**src/rtl/sm_pkg.sv**
```systemverilog
// Package: shared defaults for the supply monitor reset sequencer.
// Assumes: nothing; holds constants only.
package sm_pkg;
    localparam int unsigned SM_POR_DEFAULT = 21504;  // power-on delay in clocks
    localparam int unsigned SM_VEC_W       = 8;
    localparam logic [SM_VEC_W-1:0] SM_WARN_VECTOR = 8'h2B;
endpackage

```
**src/rtl/sm_por_timer.sv**
```systemverilog
// Module: sm_por_timer
// Holds reset while a fault is present, then counts POR_CYCLES clean edges
// before releasing. Assumes fault is synchronous to clk.
module sm_por_timer #(
    parameter int unsigned POR_CYCLES = 21504,
    localparam int unsigned CNT_W = (POR_CYCLES > 1) ? $clog2(POR_CYCLES) : 1
) (
    input  logic             clk,
    input  logic             rst_n,
    input  logic             fault,
    output logic             in_reset,
    output logic [CNT_W-1:0] count
);
    localparam logic [CNT_W-1:0] LAST = CNT_W'(POR_CYCLES - 1);

    // Purpose: restart on any fault, otherwise advance until the delay ends.
    always_ff @(posedge clk) begin
        if (!rst_n) begin
            in_reset <= 1'b1;
            count    <= '0;
        end else if (fault) begin
            in_reset <= 1'b1;
            count    <= '0;
        end else if (in_reset) begin
            if (count == LAST) begin
                in_reset <= 1'b0;
                count    <= '0;
            end else begin
                count <= count + 1'b1;
            end
        end
    end

    AST_FAULT_HOLDS_RESET: assert property (@(posedge clk) disable iff (!rst_n)
        fault |=> (in_reset && count == '0));
    AST_RELEASE_AT_END: assert property (@(posedge clk) disable iff (!rst_n)
        $fell(in_reset) |-> ($past(count) == LAST && !$past(fault)));
    AST_COUNT_BOUND: assert property (@(posedge clk) disable iff (!rst_n)
        count <= LAST);
endmodule

```
**src/rtl/sm_warn_irq.sv**
```systemverilog
// Module: sm_warn_irq
// Issues one request per entry into the warning region when enabled.
// Assumes below_warn is synchronous to clk.
module sm_warn_irq (
    input  logic clk,
    input  logic rst_n,
    input  logic below_warn,
    input  logic irq_en,
    output logic irq_req
);
    logic warn_q;

    // Purpose: remember the previous warning level and flag a rising entry.
    always_ff @(posedge clk) begin
        if (!rst_n) begin
            warn_q  <= 1'b0;
            irq_req <= 1'b0;
        end else begin
            warn_q  <= below_warn;
            irq_req <= below_warn && !warn_q && irq_en;
        end
    end

    AST_IRQ_ONE_SHOT: assert property (@(posedge clk) disable iff (!rst_n)
        irq_req |=> !irq_req);
    AST_IRQ_NEEDS_EN: assert property (@(posedge clk) disable iff (!rst_n)
        irq_req |-> ($past(irq_en) && $past(below_warn)));
endmodule

```
**src/rtl/sm_bus_gate.sv**
```systemverilog
// Module: sm_bus_gate
// Forces active-low bus strobes inactive while the core is held in reset.
// Assumes strobes are active low.
module sm_bus_gate #(
    parameter int unsigned NUM_CE = 4
) (
    input  logic              hold,
    input  logic [NUM_CE-1:0] ce_n_in,
    input  logic              rw_n_in,
    output logic [NUM_CE-1:0] ce_n_out,
    output logic              rw_n_out
);
    // Purpose: gate each chip enable individually.
    for (genvar g = 0; g < NUM_CE; g++) begin : g_ce
        assign ce_n_out[g] = ce_n_in[g] | hold;
    end
    assign rw_n_out = rw_n_in | hold;
endmodule

```
**src/rtl/supply_reset_seq.sv**
```systemverilog
// Module: supply_reset_seq
// Maps three ordered supply comparator flags to a warning interrupt, a core
// reset with power-on delay, a shared open-drain reset line and a backup flag.
// Assumes all comparator inputs and rst_pin_in are already synchronized.
module supply_reset_seq #(
    parameter int unsigned POR_CYCLES = sm_pkg::SM_POR_DEFAULT,
    parameter int unsigned NUM_CE     = 4,
    parameter int unsigned VEC_W      = sm_pkg::SM_VEC_W,
    parameter logic [VEC_W-1:0] WARN_VEC = VEC_W'(sm_pkg::SM_WARN_VECTOR),
    localparam int unsigned CNT_W = (POR_CYCLES > 1) ? $clog2(POR_CYCLES) : 1
) (
    input  logic              clk,
    input  logic              rst_n,
    input  logic              below_warn,
    input  logic              below_min,
    input  logic              below_backup,
    input  logic              warn_irq_en,
    input  logic              rst_pin_in,
    input  logic [NUM_CE-1:0] ce_n_in,
    input  logic              rw_n_in,
    output logic [NUM_CE-1:0] ce_n_out,
    output logic              rw_n_out,
    output logic              irq_req,
    output logic [VEC_W-1:0]  irq_vec,
    output logic              core_reset,
    output logic              rst_pin_drive_low,
    output logic              backup_n,
    output logic [CNT_W-1:0]  por_count
);
    logic fault;

    // Purpose: a low supply or a low shared reset line is a fault.
    assign fault   = below_min | ~rst_pin_in;
    assign irq_vec = WARN_VEC;

    sm_por_timer #(.POR_CYCLES(POR_CYCLES)) u_timer (
        .clk      (clk),
        .rst_n    (rst_n),
        .fault    (fault),
        .in_reset (core_reset),
        .count    (por_count)
    );

    sm_warn_irq u_warn (
        .clk        (clk),
        .rst_n      (rst_n),
        .below_warn (below_warn),
        .irq_en     (warn_irq_en),
        .irq_req    (irq_req)
    );

    sm_bus_gate #(.NUM_CE(NUM_CE)) u_gate (
        .hold     (core_reset),
        .ce_n_in  (ce_n_in),
        .rw_n_in  (rw_n_in),
        .ce_n_out (ce_n_out),
        .rw_n_out (rw_n_out)
    );

    // Purpose: register the line pull-down and the backup flag.
    always_ff @(posedge clk) begin
        if (!rst_n) begin
            rst_pin_drive_low <= 1'b0;
            backup_n          <= 1'b1;
        end else begin
            rst_pin_drive_low <= below_min;
            backup_n          <= ~below_backup;
        end
    end

    AST_LOW_SUPPLY_RESETS: assert property (@(posedge clk) disable iff (!rst_n)
        below_min |=> core_reset);
    AST_EXT_LOW_RESETS: assert property (@(posedge clk) disable iff (!rst_n)
        !rst_pin_in |=> core_reset);
    AST_PIN_DRIVEN: assert property (@(posedge clk) disable iff (!rst_n)
        below_min |=> rst_pin_drive_low);
    AST_BUS_QUIET: assert property (@(posedge clk) disable iff (!rst_n)
        below_min |=> (&ce_n_out && rw_n_out));
    AST_BACKUP_FLAG: assert property (@(posedge clk) disable iff (!rst_n)
        below_backup |=> !backup_n);
endmodule

```
**config.mk**
```make
export PLATFORM = sky130hd
export DESIGN_NAME = supply_reset_seq
export DESIGN_NICKNAME = d
export VERILOG_FILES = /design/src/rtl/sm_pkg.sv /design/src/rtl/sm_por_timer.sv /design/src/rtl/sm_warn_irq.sv /design/src/rtl/sm_bus_gate.sv /design/src/rtl/supply_reset_seq.sv
export SDC_FILE = /design/constraint.sdc
export NUM_CORES = 1
export LEC_CHECK = 0
export BUFFER_PORTS_ARGS = -buffer_cell sky130_fd_sc_hd__buf_2
export CAP_MARGIN = 40
export CORE_ASPECT_RATIO = 1.25
export CORE_MARGIN = 1
export CORE_UTILIZATION = 49
export CTS_BUF_LIST = sky130_fd_sc_hd__clkbuf_4 sky130_fd_sc_hd__clkbuf_8 sky130_fd_sc_hd__clkbuf_16
export DETAILED_ROUTE_END_ITERATION = 10
export PLACE_DENSITY = 0.94
export SLEW_MARGIN = 15
export SYNTH_ARGS = -nofsm -noshare
export SYNTH_HDL_FRONTEND = slang
export SYNTH_SLANG_ARGS = --single-unit
```
**constraint.sdc**
```tcl
create_clock -name clk -period 2.95 [get_ports clk]
set_input_delay 0 -clock clk [delete_from_list [all_inputs] [get_ports clk]]
set_output_delay 0 -clock clk [all_outputs]
set_load 0.01 [all_outputs]
```
==> metrics, run 1 <==
Die Y-Extent 51.7 µm; Syn Std Cell Area 967 µm²; unrepaired setup endpoints after global routing false; leading cell type in the layout, fill and taps excluded buf_2; final worst path period share 60.8%; Setup CP Type flop to flop; R2R setup slack 1160 ps; Clock Sinks 20; FP Rows 17; commonest non-fill, non-tap cells in the layout buf_2, dfxtp_1, nor2_1, xnor2_1, conb_1; I/O Buffers 35; drt via density 5.17; die area 0.00216 mm²; antenna violations before repair 0; largest net degree at the start of global routing 14; Nets 164; I/O pins 44; diodes inserted 0; routed length on met1 913 µm; Seq/Total Area, Yosys 41.4%; DPL Wire Length 1.44 mm; Post-CTS Setup Bufs 0; maximum VDD drop 0.000358 V; total number of vias 873; hold_ws 132 ps; root buffer cell clkbuf_4; leakage power 0.486 nW; hold depth 3; PD cells 379 mW/mm²; worst-path fanout max 8; vias in the first global route 744; filler instances 147; Final GP Congestion 0.774; layout cell share with drive strength beyond 1 32.7%; Crit. End Element flop; total wire length 2.09 mm; required time of the critical path 3130 ps; DR WL met2 1.01 mm; topmost layer with routed signal wires met4; Synth Register Bits 20; Final Setup Violations 0; DRC viols 0; clock period minus worst slack 1790 ps; Clock transition at path regs 110 ps; Core Area 0.00181 mm²; H-Tree Depth 1; Clk Latency, worst-skew pair 300 ps; R2R depth 5; CTS Buffer Depth 2; final hold vios 0; Initial Util 53.5%; first-pass GRT wire length 3.24 mm; Synthesis Warnings 0; CTS tree built; P&R area growth vs syn 26.6%; met3 routed WL 100 µm; drt first pass iters 4; MaxCap Viol Count 0; Startpoint Class flop; setup TNS 0 ps; Pins Over Slew Limit 0; worst min path class input port to flop; WP data arrival 1970 ps; routed len/inst 12.4 µm; Synth Area per Inst 8.96 µm²; status finished clean; Worst Skew 8.33 ps; Congestion Overflow GR 0; cts bufs inserted 3; Chip Width 41.7 µm; total track usage 19.7%; post-synthesis cell count 108; Routed Antenna Nets 0; Max Fclk 558 MHz; initial drt markers 11; distinct cell type count after synthesis 28
power breakdown:
group	internal (mW)	total (mW)	switching [mW]
Sequential	0.273	0.275	0.00130
Clock	0.0753	0.158	0.0822
Combinational	0.0162	0.0321	0.0159
worst max-delay path: stages (launching register included):
cell and delay, ps:
dfxtp_1 410, ha_1 280, nand3_1 180, or2_4 300
o31ai_4 410, nor2_1 100
state kept, by name, indices dropped and copies added (netlist names):
name	cells
backup_n	1
rst_pin_drive_low	1
u_timer.count	15
u_timer.in_reset	1
u_warn.irq_req	1
u_warn.warn_q	1
cell type report:
type                            count  area, µm²  share of cell area [%]
Clock buffer                        4       36.3                    2.96
Inverter                            3       11.3                   0.919
Multi-Input combinational cell     81        508                    41.5
Sequential cell                    20        400                    32.7
Tap cell                           19       23.8                    1.94
Timing Repair Buffer               42        245                    20.0
logic make-up after synthesis:
kind of cell | Yosys count | share of synthesized area (%)
AOI/OAI and AO/OA | 5 | 4.40
xor gates and xnor gates | 12 | 10.9
adders and majority gates | 1 | 1.29
buffers and inverters | 13 | 8.41
DFF | 20 | 41.4
muxes | 1 | 1.03
other | 2 | 0.776
and+or+nand+nor | 54 | 31.8
synth_stat cells:
master / n / area [µm²]
dfxtp_1: 20 / 400
nand3b_1: 2 / 15.0
mux2i_1: 1 / 10.0
nand4_1: 4 / 25.0
conb_1: 2 / 7.51
o31ai_4: 1 / 21.3
nand2_1: 7 / 26.3
and4bb_2: 1 / 12.5
or2_2: 5 / 31.3
o22ai_1: 1 / 6.26
and2_1: 2 / 12.5
and3b_1: 2 / 17.5
or2_4: 1 / 8.76
buf_2: 2 / 10.0
or3_1: 1 / 6.26
ha_1: 1 / 12.5
nor4_1: 6 / 37.5
nand3_4: 1 / 17.5
nor2_1: 14 / 52.6
xnor2_1: 9 / 78.8
inv_1: 3 / 11.3
buf_4: 8 / 60.1
nand3_2: 1 / 10.0
o21ai_0: 2 / 10.0
a21oi_1: 1 / 5.00
nor3_1: 3 / 15.0
nand3_1: 4 / 20.0
xor2_1: 3 / 26.3
layer usage:
layer	GRT usage, %	vias up
met5	0	-
met4	11.3	0
met3	2.78	7
met2	34.6	29
met1	22.6	398
li1	-	439
path summary, 6_finish.rpt:
kind | end | start
max | u_timer.count[14] | u_timer.count[0]
min | u_timer.count[8] | rst_pin_in
max reg2reg | u_timer.count[14] | u_timer.count[0]
min reg2reg | u_warn.irq_req | u_warn.warn_q
what timing repair did:
| action | in CTS | in global routing |
|---|---|---|
| gates resized for setup | 0 | 0 |
| hold endpoints to repair | 4 | 0 |
| hold buffers | 7 | 0 |
through the flow:
step / instances / utilization [%] / power [mW] / setup WS (ps) / area (µm²)
2_1_floorplan: 114 / - / 0.301 / 1380 / 990
3_3_place_gp: 158 / 61.9 / 0.303 / 1330 / 1120
3_5_place_dp: 158 / 61.9 / 0.304 / 1220 / 1120
5_1_grt: 169 / 67.8 / 0.485 / 1040 / 1220
4_1_cts: 169 / 67.8 / 0.464 / 1170 / 1220
6_report: 169 / 67.8 / 0.464 / 1160 / 1220
No activity file was read; power rests on OpenSTA's default activity.
==> run 2, diff against run 1 <==
--- a/config.mk
+++ b/config.mk
@@ -5,14 +5,15 @@
 export SDC_FILE = /design/constraint.sdc
 export NUM_CORES = 1
 export LEC_CHECK = 0
+export ABC_AREA = 1
 export BUFFER_PORTS_ARGS = -buffer_cell sky130_fd_sc_hd__buf_2
 export CAP_MARGIN = 40
 export CORE_ASPECT_RATIO = 1.25
 export CORE_MARGIN = 1
-export CORE_UTILIZATION = 49
+export CORE_UTILIZATION = 47
 export CTS_BUF_LIST = sky130_fd_sc_hd__clkbuf_4 sky130_fd_sc_hd__clkbuf_8 sky130_fd_sc_hd__clkbuf_16
 export DETAILED_ROUTE_END_ITERATION = 10
-export PLACE_DENSITY = 0.94
+export PLACE_DENSITY = 0.89
 export SLEW_MARGIN = 15
 export SYNTH_ARGS = -nofsm -noshare
 export SYNTH_HDL_FRONTEND = slang
==> constraint.sdc (replaced) <==
create_clock -name clk -period 1.7 [get_ports clk]
set_input_delay 0 -clock clk [delete_from_list [all_inputs] [get_ports clk]]
set_output_delay 0 -clock clk [all_outputs]
set_load 0.01 [all_outputs]
==> run 2 against run 1 <==
Compared with the run above: worst hold slack worse by 70 ps; clock power rose by 77%; clock-buffer cell count unchanged; clock skew down 5.6 ps; non-clock buffer count up 2; critical path type unchanged; highest routed layer unchanged.
==> metrics, run 2 <==
I/O pins 44 (unchanged); R2R depth 6 (was 5); Synthesis Warnings 0 (unchanged); top-count cell post-synth nand2_1 (was dfxtp_1); Final GP Congestion 0.913 (was 0.774); CTS tree built (unchanged); worst setup path end u_timer.count[7] (was u_timer.count[14]); Startpoint Class flop (unchanged); switching share of power 22.1% (was 21.4%); clock period minus worst slack 1360 ps (was 1790 ps); required time of the critical path 1910 ps (was 3130 ps); Largest register FFs 15 (unchanged); Placed Instances 223 (was 158); status finished clean (unchanged); Crit. End Element flop (unchanged); Clk Latency, worst-skew pair 300 ps (about the same); I/O Buffers 35 (unchanged); drt first pass iters 5 (was 4); CP startpoint u_timer.count[1] (was u_timer.count[0]); FP Rows 19 (was 17); unrepaired setup endpoints after global routing false (unchanged); cts bufs inserted 3 (unchanged); Synth top area share 36.7% (was 41.4%); DP Area 0.00126 mm² (was 0.00112 mm²); post-CTS sizing 0 (unchanged); Final Total Pwr 0.811 mW (was 0.464 mW); reported net switching power 0.179 mW (was 0.0994 mW); Syn Std Cell Area 0.00109 mm² (was 967 µm²); H-Tree Depth 1 (unchanged); DRC viols 0 (unchanged); routed len/inst 10.8 µm (was 12.4 µm); maximum VDD drop 0.000466 V (was 0.000358 V); Synth Register Bits 20 (unchanged); internal power 0.631 mW (was 0.365 mW); commonest non-fill, non-tap cells in the layout nand2_1, buf_2, nor2_1, dfxtp_1, inv_1 (was buf_2, dfxtp_1, nor2_1, xnor2_1, conb_1); Pins Over Slew Limit 0 (unchanged); Max Fclk 734 MHz (was 558 MHz); vias in the first global route 979 (was 744); layout cell share with drive strength beyond 1 28.1% (was 32.7%); total number of vias 1,131 (was 873); Nets 217 (was 164); drt via density 4.83 (was 5.17); final hold vios 0 (unchanged); leakage power 0.618 nW (was 0.486 nW); Synth top cells by count nand2_1, nor2_1, dfxtp_1 (was dfxtp_1, nor2_1, xnor2_1); P&R area growth vs syn 25.8% (was 26.6%); Congestion Overflow GR 0 (unchanged); Core Area 0.00219 mm² (was 0.00181 mm²); Initial Util 49.8% (was 53.5%); Routed Antenna Nets 0 (unchanged); PD cells 591 mW/mm² (was 379 mW/mm²); Clock transition at path regs 110 ps (about the same); post-synthesis cell count 160 (was 108); CTS Buffer Depth 2 (unchanged); main flop type after synthesis dfxtp_1 (unchanged); first-pass GRT wire length 4.03 mm (was 3.24 mm); asr flop ratio synth 0% (unchanged); FF-to-FF Start u_timer.count[1] (was u_timer.count[0]); Comb pwr share 6.8% (was 6.9%); MaxCap Viol Count 0 (unchanged); total wire length 2.54 mm (was 2.09 mm); Post-CTS Setup Bufs 0 (unchanged); Clock Sinks 20 (unchanged); largest net degree at the start of global routing 15 (was 14); final worst path period share 80.1% (was 60.8%); Die Y-Extent 55.8 µm (was 51.7 µm); biggest area consumer among synthesized cells dfxtp_1 (unchanged); Largest Register u_timer.count (unchanged); Synth Area per Inst 6.81 µm² (was 8.96 µm²); fin util 62.7% (was 67.8%); root buffer cell clkbuf_4 (unchanged); leading cell type in the layout, fill and taps excluded nand2_1 (was buf_2); worst min path class input port to flop (unchanged); worst-path fanout max 5 (was 8); Cell Count, Final, Fillers Out 234 (was 169); Chip Width 45.1 µm (was 41.7 µm); Clk pwr share 34.5% (was 33.9%); Setup CP Type flop to flop (unchanged); antenna violations before repair 0 (unchanged); die area 0.00252 mm² (was 0.00216 mm²); Final Setup Violations 0 (unchanged); distinct cell type count after synthesis 24 (was 28); setup TNS 0 ps (unchanged); initial drt markers 35 (was 11); reg2reg end u_timer.count[7] (was u_timer.count[14]); Flop pwr share 58.8% (was 59.2%); cell area after layout 0.00137 mm² (was 0.00122 mm²); Seq/Total Area, Yosys 36.7% (was 41.4%); top cells by area, synth dfxtp_1, nand2_1, nor2_1 (was dfxtp_1, xnor2_1, buf_4); diodes inserted 0 (unchanged); Post-synth EDFFs 0 (unchanged); R2R setup slack 340 ps (was 1160 ps); Worst Skew 2.68 ps (was 8.33 ps); total track usage 21.9% (was 19.7%); DPL Wire Length 1.85 mm (was 1.44 mm); WP data arrival 1570 ps (was 1970 ps)
==> run 2: cell count changes after synthesis, moves of 3 or more <==
cell / delta
nor4_1: -6
a21oi_1: +3
nor2_2: +4
nand3_1: +9
nand4_1: +3
nand2_1: +31
nor2_1: +10
xnor2_1: -8
inv_1: +13
==> run 2: worst max-delay path, cell delays in order, from the launching register on <==
cell and delay [ps]:
dfxtp_1 400, ha_1 210, nand3_1 150, nor2_4 180
nand3_1 130, nand2_2 140, nor2_1 60
==> run 2: metal layers <==
layer	part of all wire, %	global-route usage (%)
met1	41	24.7
met2	53	37.7
met3	4.3	4.22
met4	1.9	10.4
met5	0	0
==> run 2: final cells by class <==
type / count / area (µm²)
Fill cell: 219 / 816
Multi-Input combinational cell: 118 / 572
Sequential cell: 20 / 400
Timing Repair Buffer: 44 / 260
Inverter: 17 / 63.8
Tap cell: 31 / 38.8
Clock buffer: 4 / 36.3
==> run 2: repair_timing <==
action / in CTS / in global routing
hold buffers: 7 / 0
setup endpoints to repair: 0 / 0
endpoints found under the hold margin: 5 / 0
==> run 2: kinds of logic (layout without fill, tap and decap cells) <==
logic type | after synthesis | in the layout | share of synthesized area, %
and+or+nand+nor | 96 | 96 | 40.2
buffers and inverters | 28 | 65 | 12.9
DFF | 20 | 20 | 36.7
AOI/OAI and AO/OA | 8 | 8 | 4.36
xor gates and xnor gates | 5 | 5 | 4.02
other | 2 | 8 | 0.689
adders and majority gates | 1 | 1 | 1.15
==> run 2: worst min path at each step <==
stage | from | depth (start not counted) | end
finish | rst_pin_in | 4 | u_timer.in_reset
global route | rst_pin_in | 4 | u_timer.in_reset
CTS | rst_pin_in | 4 | u_timer.in_reset
detailed placement | below_backup | 2 | backup_n
global placement | below_backup | 2 | backup_n
floorplan | below_backup | 1 | backup_n
==> run 2: power groups by stage <==
stage / clock network, mW / logic (mW) / registers, mW
2_1_floorplan: 0 / 0.0323 / 0.490
3_3_place_gp: 0 / 0.0402 / 0.487
3_5_place_dp: 0 / 0.0412 / 0.487
4_1_cts: 0.279 / 0.0534 / 0.476
5_1_grt: 0.304 / 0.0609 / 0.477
6_report: 0.279 / 0.0548 / 0.476
==> run 2: through the flow <==
stage	hold slack (ps)	setup WS [ps]
2_1_floorplan	61.9	415
3_3_place_gp	162	418
3_5_place_dp	165	385
4_1_cts	39.0	346
5_1_grt	78.4	200
6_report	62.4	338
==> run 3, diff against run 2 <==
==> constraint.sdc (replaced) <==
create_clock -name clk -period 1.41 [get_ports clk]
set_input_delay 0 -clock clk [delete_from_list [all_inputs] [get_ports clk]]
set_output_delay 0 -clock clk [all_outputs]
set_load 0.01 [all_outputs]
==> run 3 against run 2 <==
Compared with the run above: cell area up 3.2%; clock-buffer cell count down 1; clock skew up 2.0 ps; sequential cell count unchanged; largest power group unchanged; via count down 0.62%.
==> metrics, run 3 (synthesis results as in run 2) <==
drt first pass iters 4 (was 5); diodes inserted 0 (unchanged); Placed Instances 226 (was 223); MaxCap Viol Count 0 (unchanged); leakage power 0.641 nW (was 0.618 nW); required time of the critical path 1630 ps (was 1910 ps); H-Tree Depth 1 (unchanged); leading cell type in the layout, fill and taps excluded nand2_1 (unchanged); worst min path class input port to flop (unchanged); Startpoint Class flop (unchanged); Largest Register u_timer.count (unchanged); I/O Buffers 35 (unchanged); pre-CTS WS 66.3 ps (was 385 ps); Final GP Congestion 0.911 (was 0.913); switching share of power 20.3% (was 22.1%); Cell Count, Final, Fillers Out 237 (was 234); commonest non-fill, non-tap cells in the layout nand2_1, buf_2, nor2_1, dfxtp_1, inv_1 (unchanged); die area 0.00252 mm² (unchanged); hold_ws 24.9 ps (was 62.4 ps); Clock transition at path regs 120 ps (was 110 ps); CTS tree built (unchanged); final worst path period share 93.9% (was 80.1%); initial drt markers 40 (was 35); Largest register FFs 15 (unchanged); routed len/inst 10.7 µm (was 10.8 µm); filler instances 195 (was 219); Nets 220 (was 217); Worst Skew 4.66 ps (was 2.68 ps); total number of vias 1,124 (was 1,131); largest net degree at the start of global routing 13 (was 15); layout cell share with drive strength beyond 1 30.6% (was 28.1%); Die Y-Extent 55.8 µm (unchanged); drt via density 4.74 (was 4.83); cts bufs inserted 3 (unchanged); status finished clean (unchanged); antenna violations before repair 0 (unchanged); total track usage 21.6% (was 21.9%); Setup WS post-layout 86.3 ps (was 338 ps); area occupied by multi-input gates 574 µm² (was 572 µm²); Final Total Pwr 1.12 mW (was 0.811 mW); P&R area growth vs syn 29.9% (was 25.8%); clock period minus worst slack 1320 ps (was 1360 ps); FP Rows 19 (unchanged); Seq. cell area 403 µm² (was 400 µm²); maximum VDD drop 0.000485 V (was 0.000466 V); setup TNS 0 ps (unchanged); WP data arrival 1540 ps (was 1570 ps); DP Area 0.00129 mm² (was 0.00126 mm²); vias in the first global route 995 (was 979); Initial Util 49.8% (unchanged); total wire length 2.54 mm (about the same); I/O pins 44 (unchanged); worst-path fanout max 5 (unchanged); Clock Sinks 20 (unchanged); Core Area 0.00219 mm² (unchanged); Post-CTS Setup Bufs 0 (unchanged); root buffer cell clkbuf_4 (unchanged); Routed Antenna Nets 0 (unchanged); Clk Latency, worst-skew pair 310 ps (was 300 ps); Chip Width 45.1 µm (unchanged); unrepaired setup endpoints after global routing true (was false); Comb pwr share 6.0% (was 6.8%); fin util 64.7% (was 62.7%); PD cells 791 mW/mm² (was 591 mW/mm²); DPL Wire Length 1.87 mm (was 1.85 mm); cell area after layout 0.00142 mm² (was 0.00137 mm²); Setup CP Type flop to flop (unchanged); first-pass GRT wire length 4.02 mm (was 4.03 mm); DRC viols 0 (unchanged); Final Setup Violations 0 (unchanged); internal power 0.892 mW (was 0.631 mW); Pins Over Slew Limit 0 (unchanged); Crit. End Element flop (unchanged); final hold vios 0 (unchanged); CTS Buffer Depth 2 (unchanged); Clk pwr share 42.8% (was 34.5%); Max Fclk 755 MHz (was 734 MHz); Congestion Overflow GR 0 (unchanged); reported net switching power 0.228 mW (was 0.179 mW); Flop pwr share 51.3% (was 58.8%)
run 3: cell types whose count changed in the layout (fill, tap and decap cells not counted), sizes merged:
cell,before,now
buf,37,40
bufinv,0,1
clkbuf,4,3
run 3: critical path, cell delays in order (launching register included):
cell and delay [ps]:
dfxtp_2 360, ha_1 190, nand3_1 170, nor2_4 170
nand3_1 130, nand2_2 140, nor2_1 60
run 3: power by group through the flow:
stage	logic [mW]	clock network (mW)	registers [mW]
2_1_floorplan	0.0390	0	0.590
3_3_place_gp	0.0492	0	0.587
3_5_place_dp	0.0513	0	0.587
4_1_cts	0.0658	0.482	0.574
5_1_grt	0.0733	0.517	0.576
6_report	0.0667	0.479	0.574
run 3: final cells by class:
type / count / area share, %
clock buffers: 3 / 1.59
inverters: 17 / 4.51
repair buffers: 47 / 20.0
multi-input cells: 118 / 40.6
clock inverters: 1 / 2.12
well taps: 31 / 2.74
flip-flops and latches: 20 / 28.5
run 3: layer usage:
layer,vias to the layer above,GRT usage (%),share of wire [%]
met5,-,0,0
met4,0,13.0,2.1
met3,7,4.22,5.5
met2,44,36.4,52
met1,499,23.9,40
li1,574,-,-
run 3: path summary, 6_finish.rpt:
path / from / to / slack [ps] / depth (start not counted)
min reg2reg: u_warn.warn_q / u_warn.irq_req / 400 / 1
min: rst_pin_in / u_timer.in_reset / 20 / 4
max: u_timer.count[0] / u_timer.count[12] / 90 / 6
max reg2reg: u_timer.count[0] / u_timer.count[12] / 90 / 6
run 3: repair_timing:
| action | 4_1_cts | 5_1_grt |
|---|---|---|
| hold endpoints to repair | 5 | 0 |
| hold buffers | 7 | 0 |
| gates resized for setup | 0 | 3 |
| endpoints found under the setup margin | 0 | 16 |
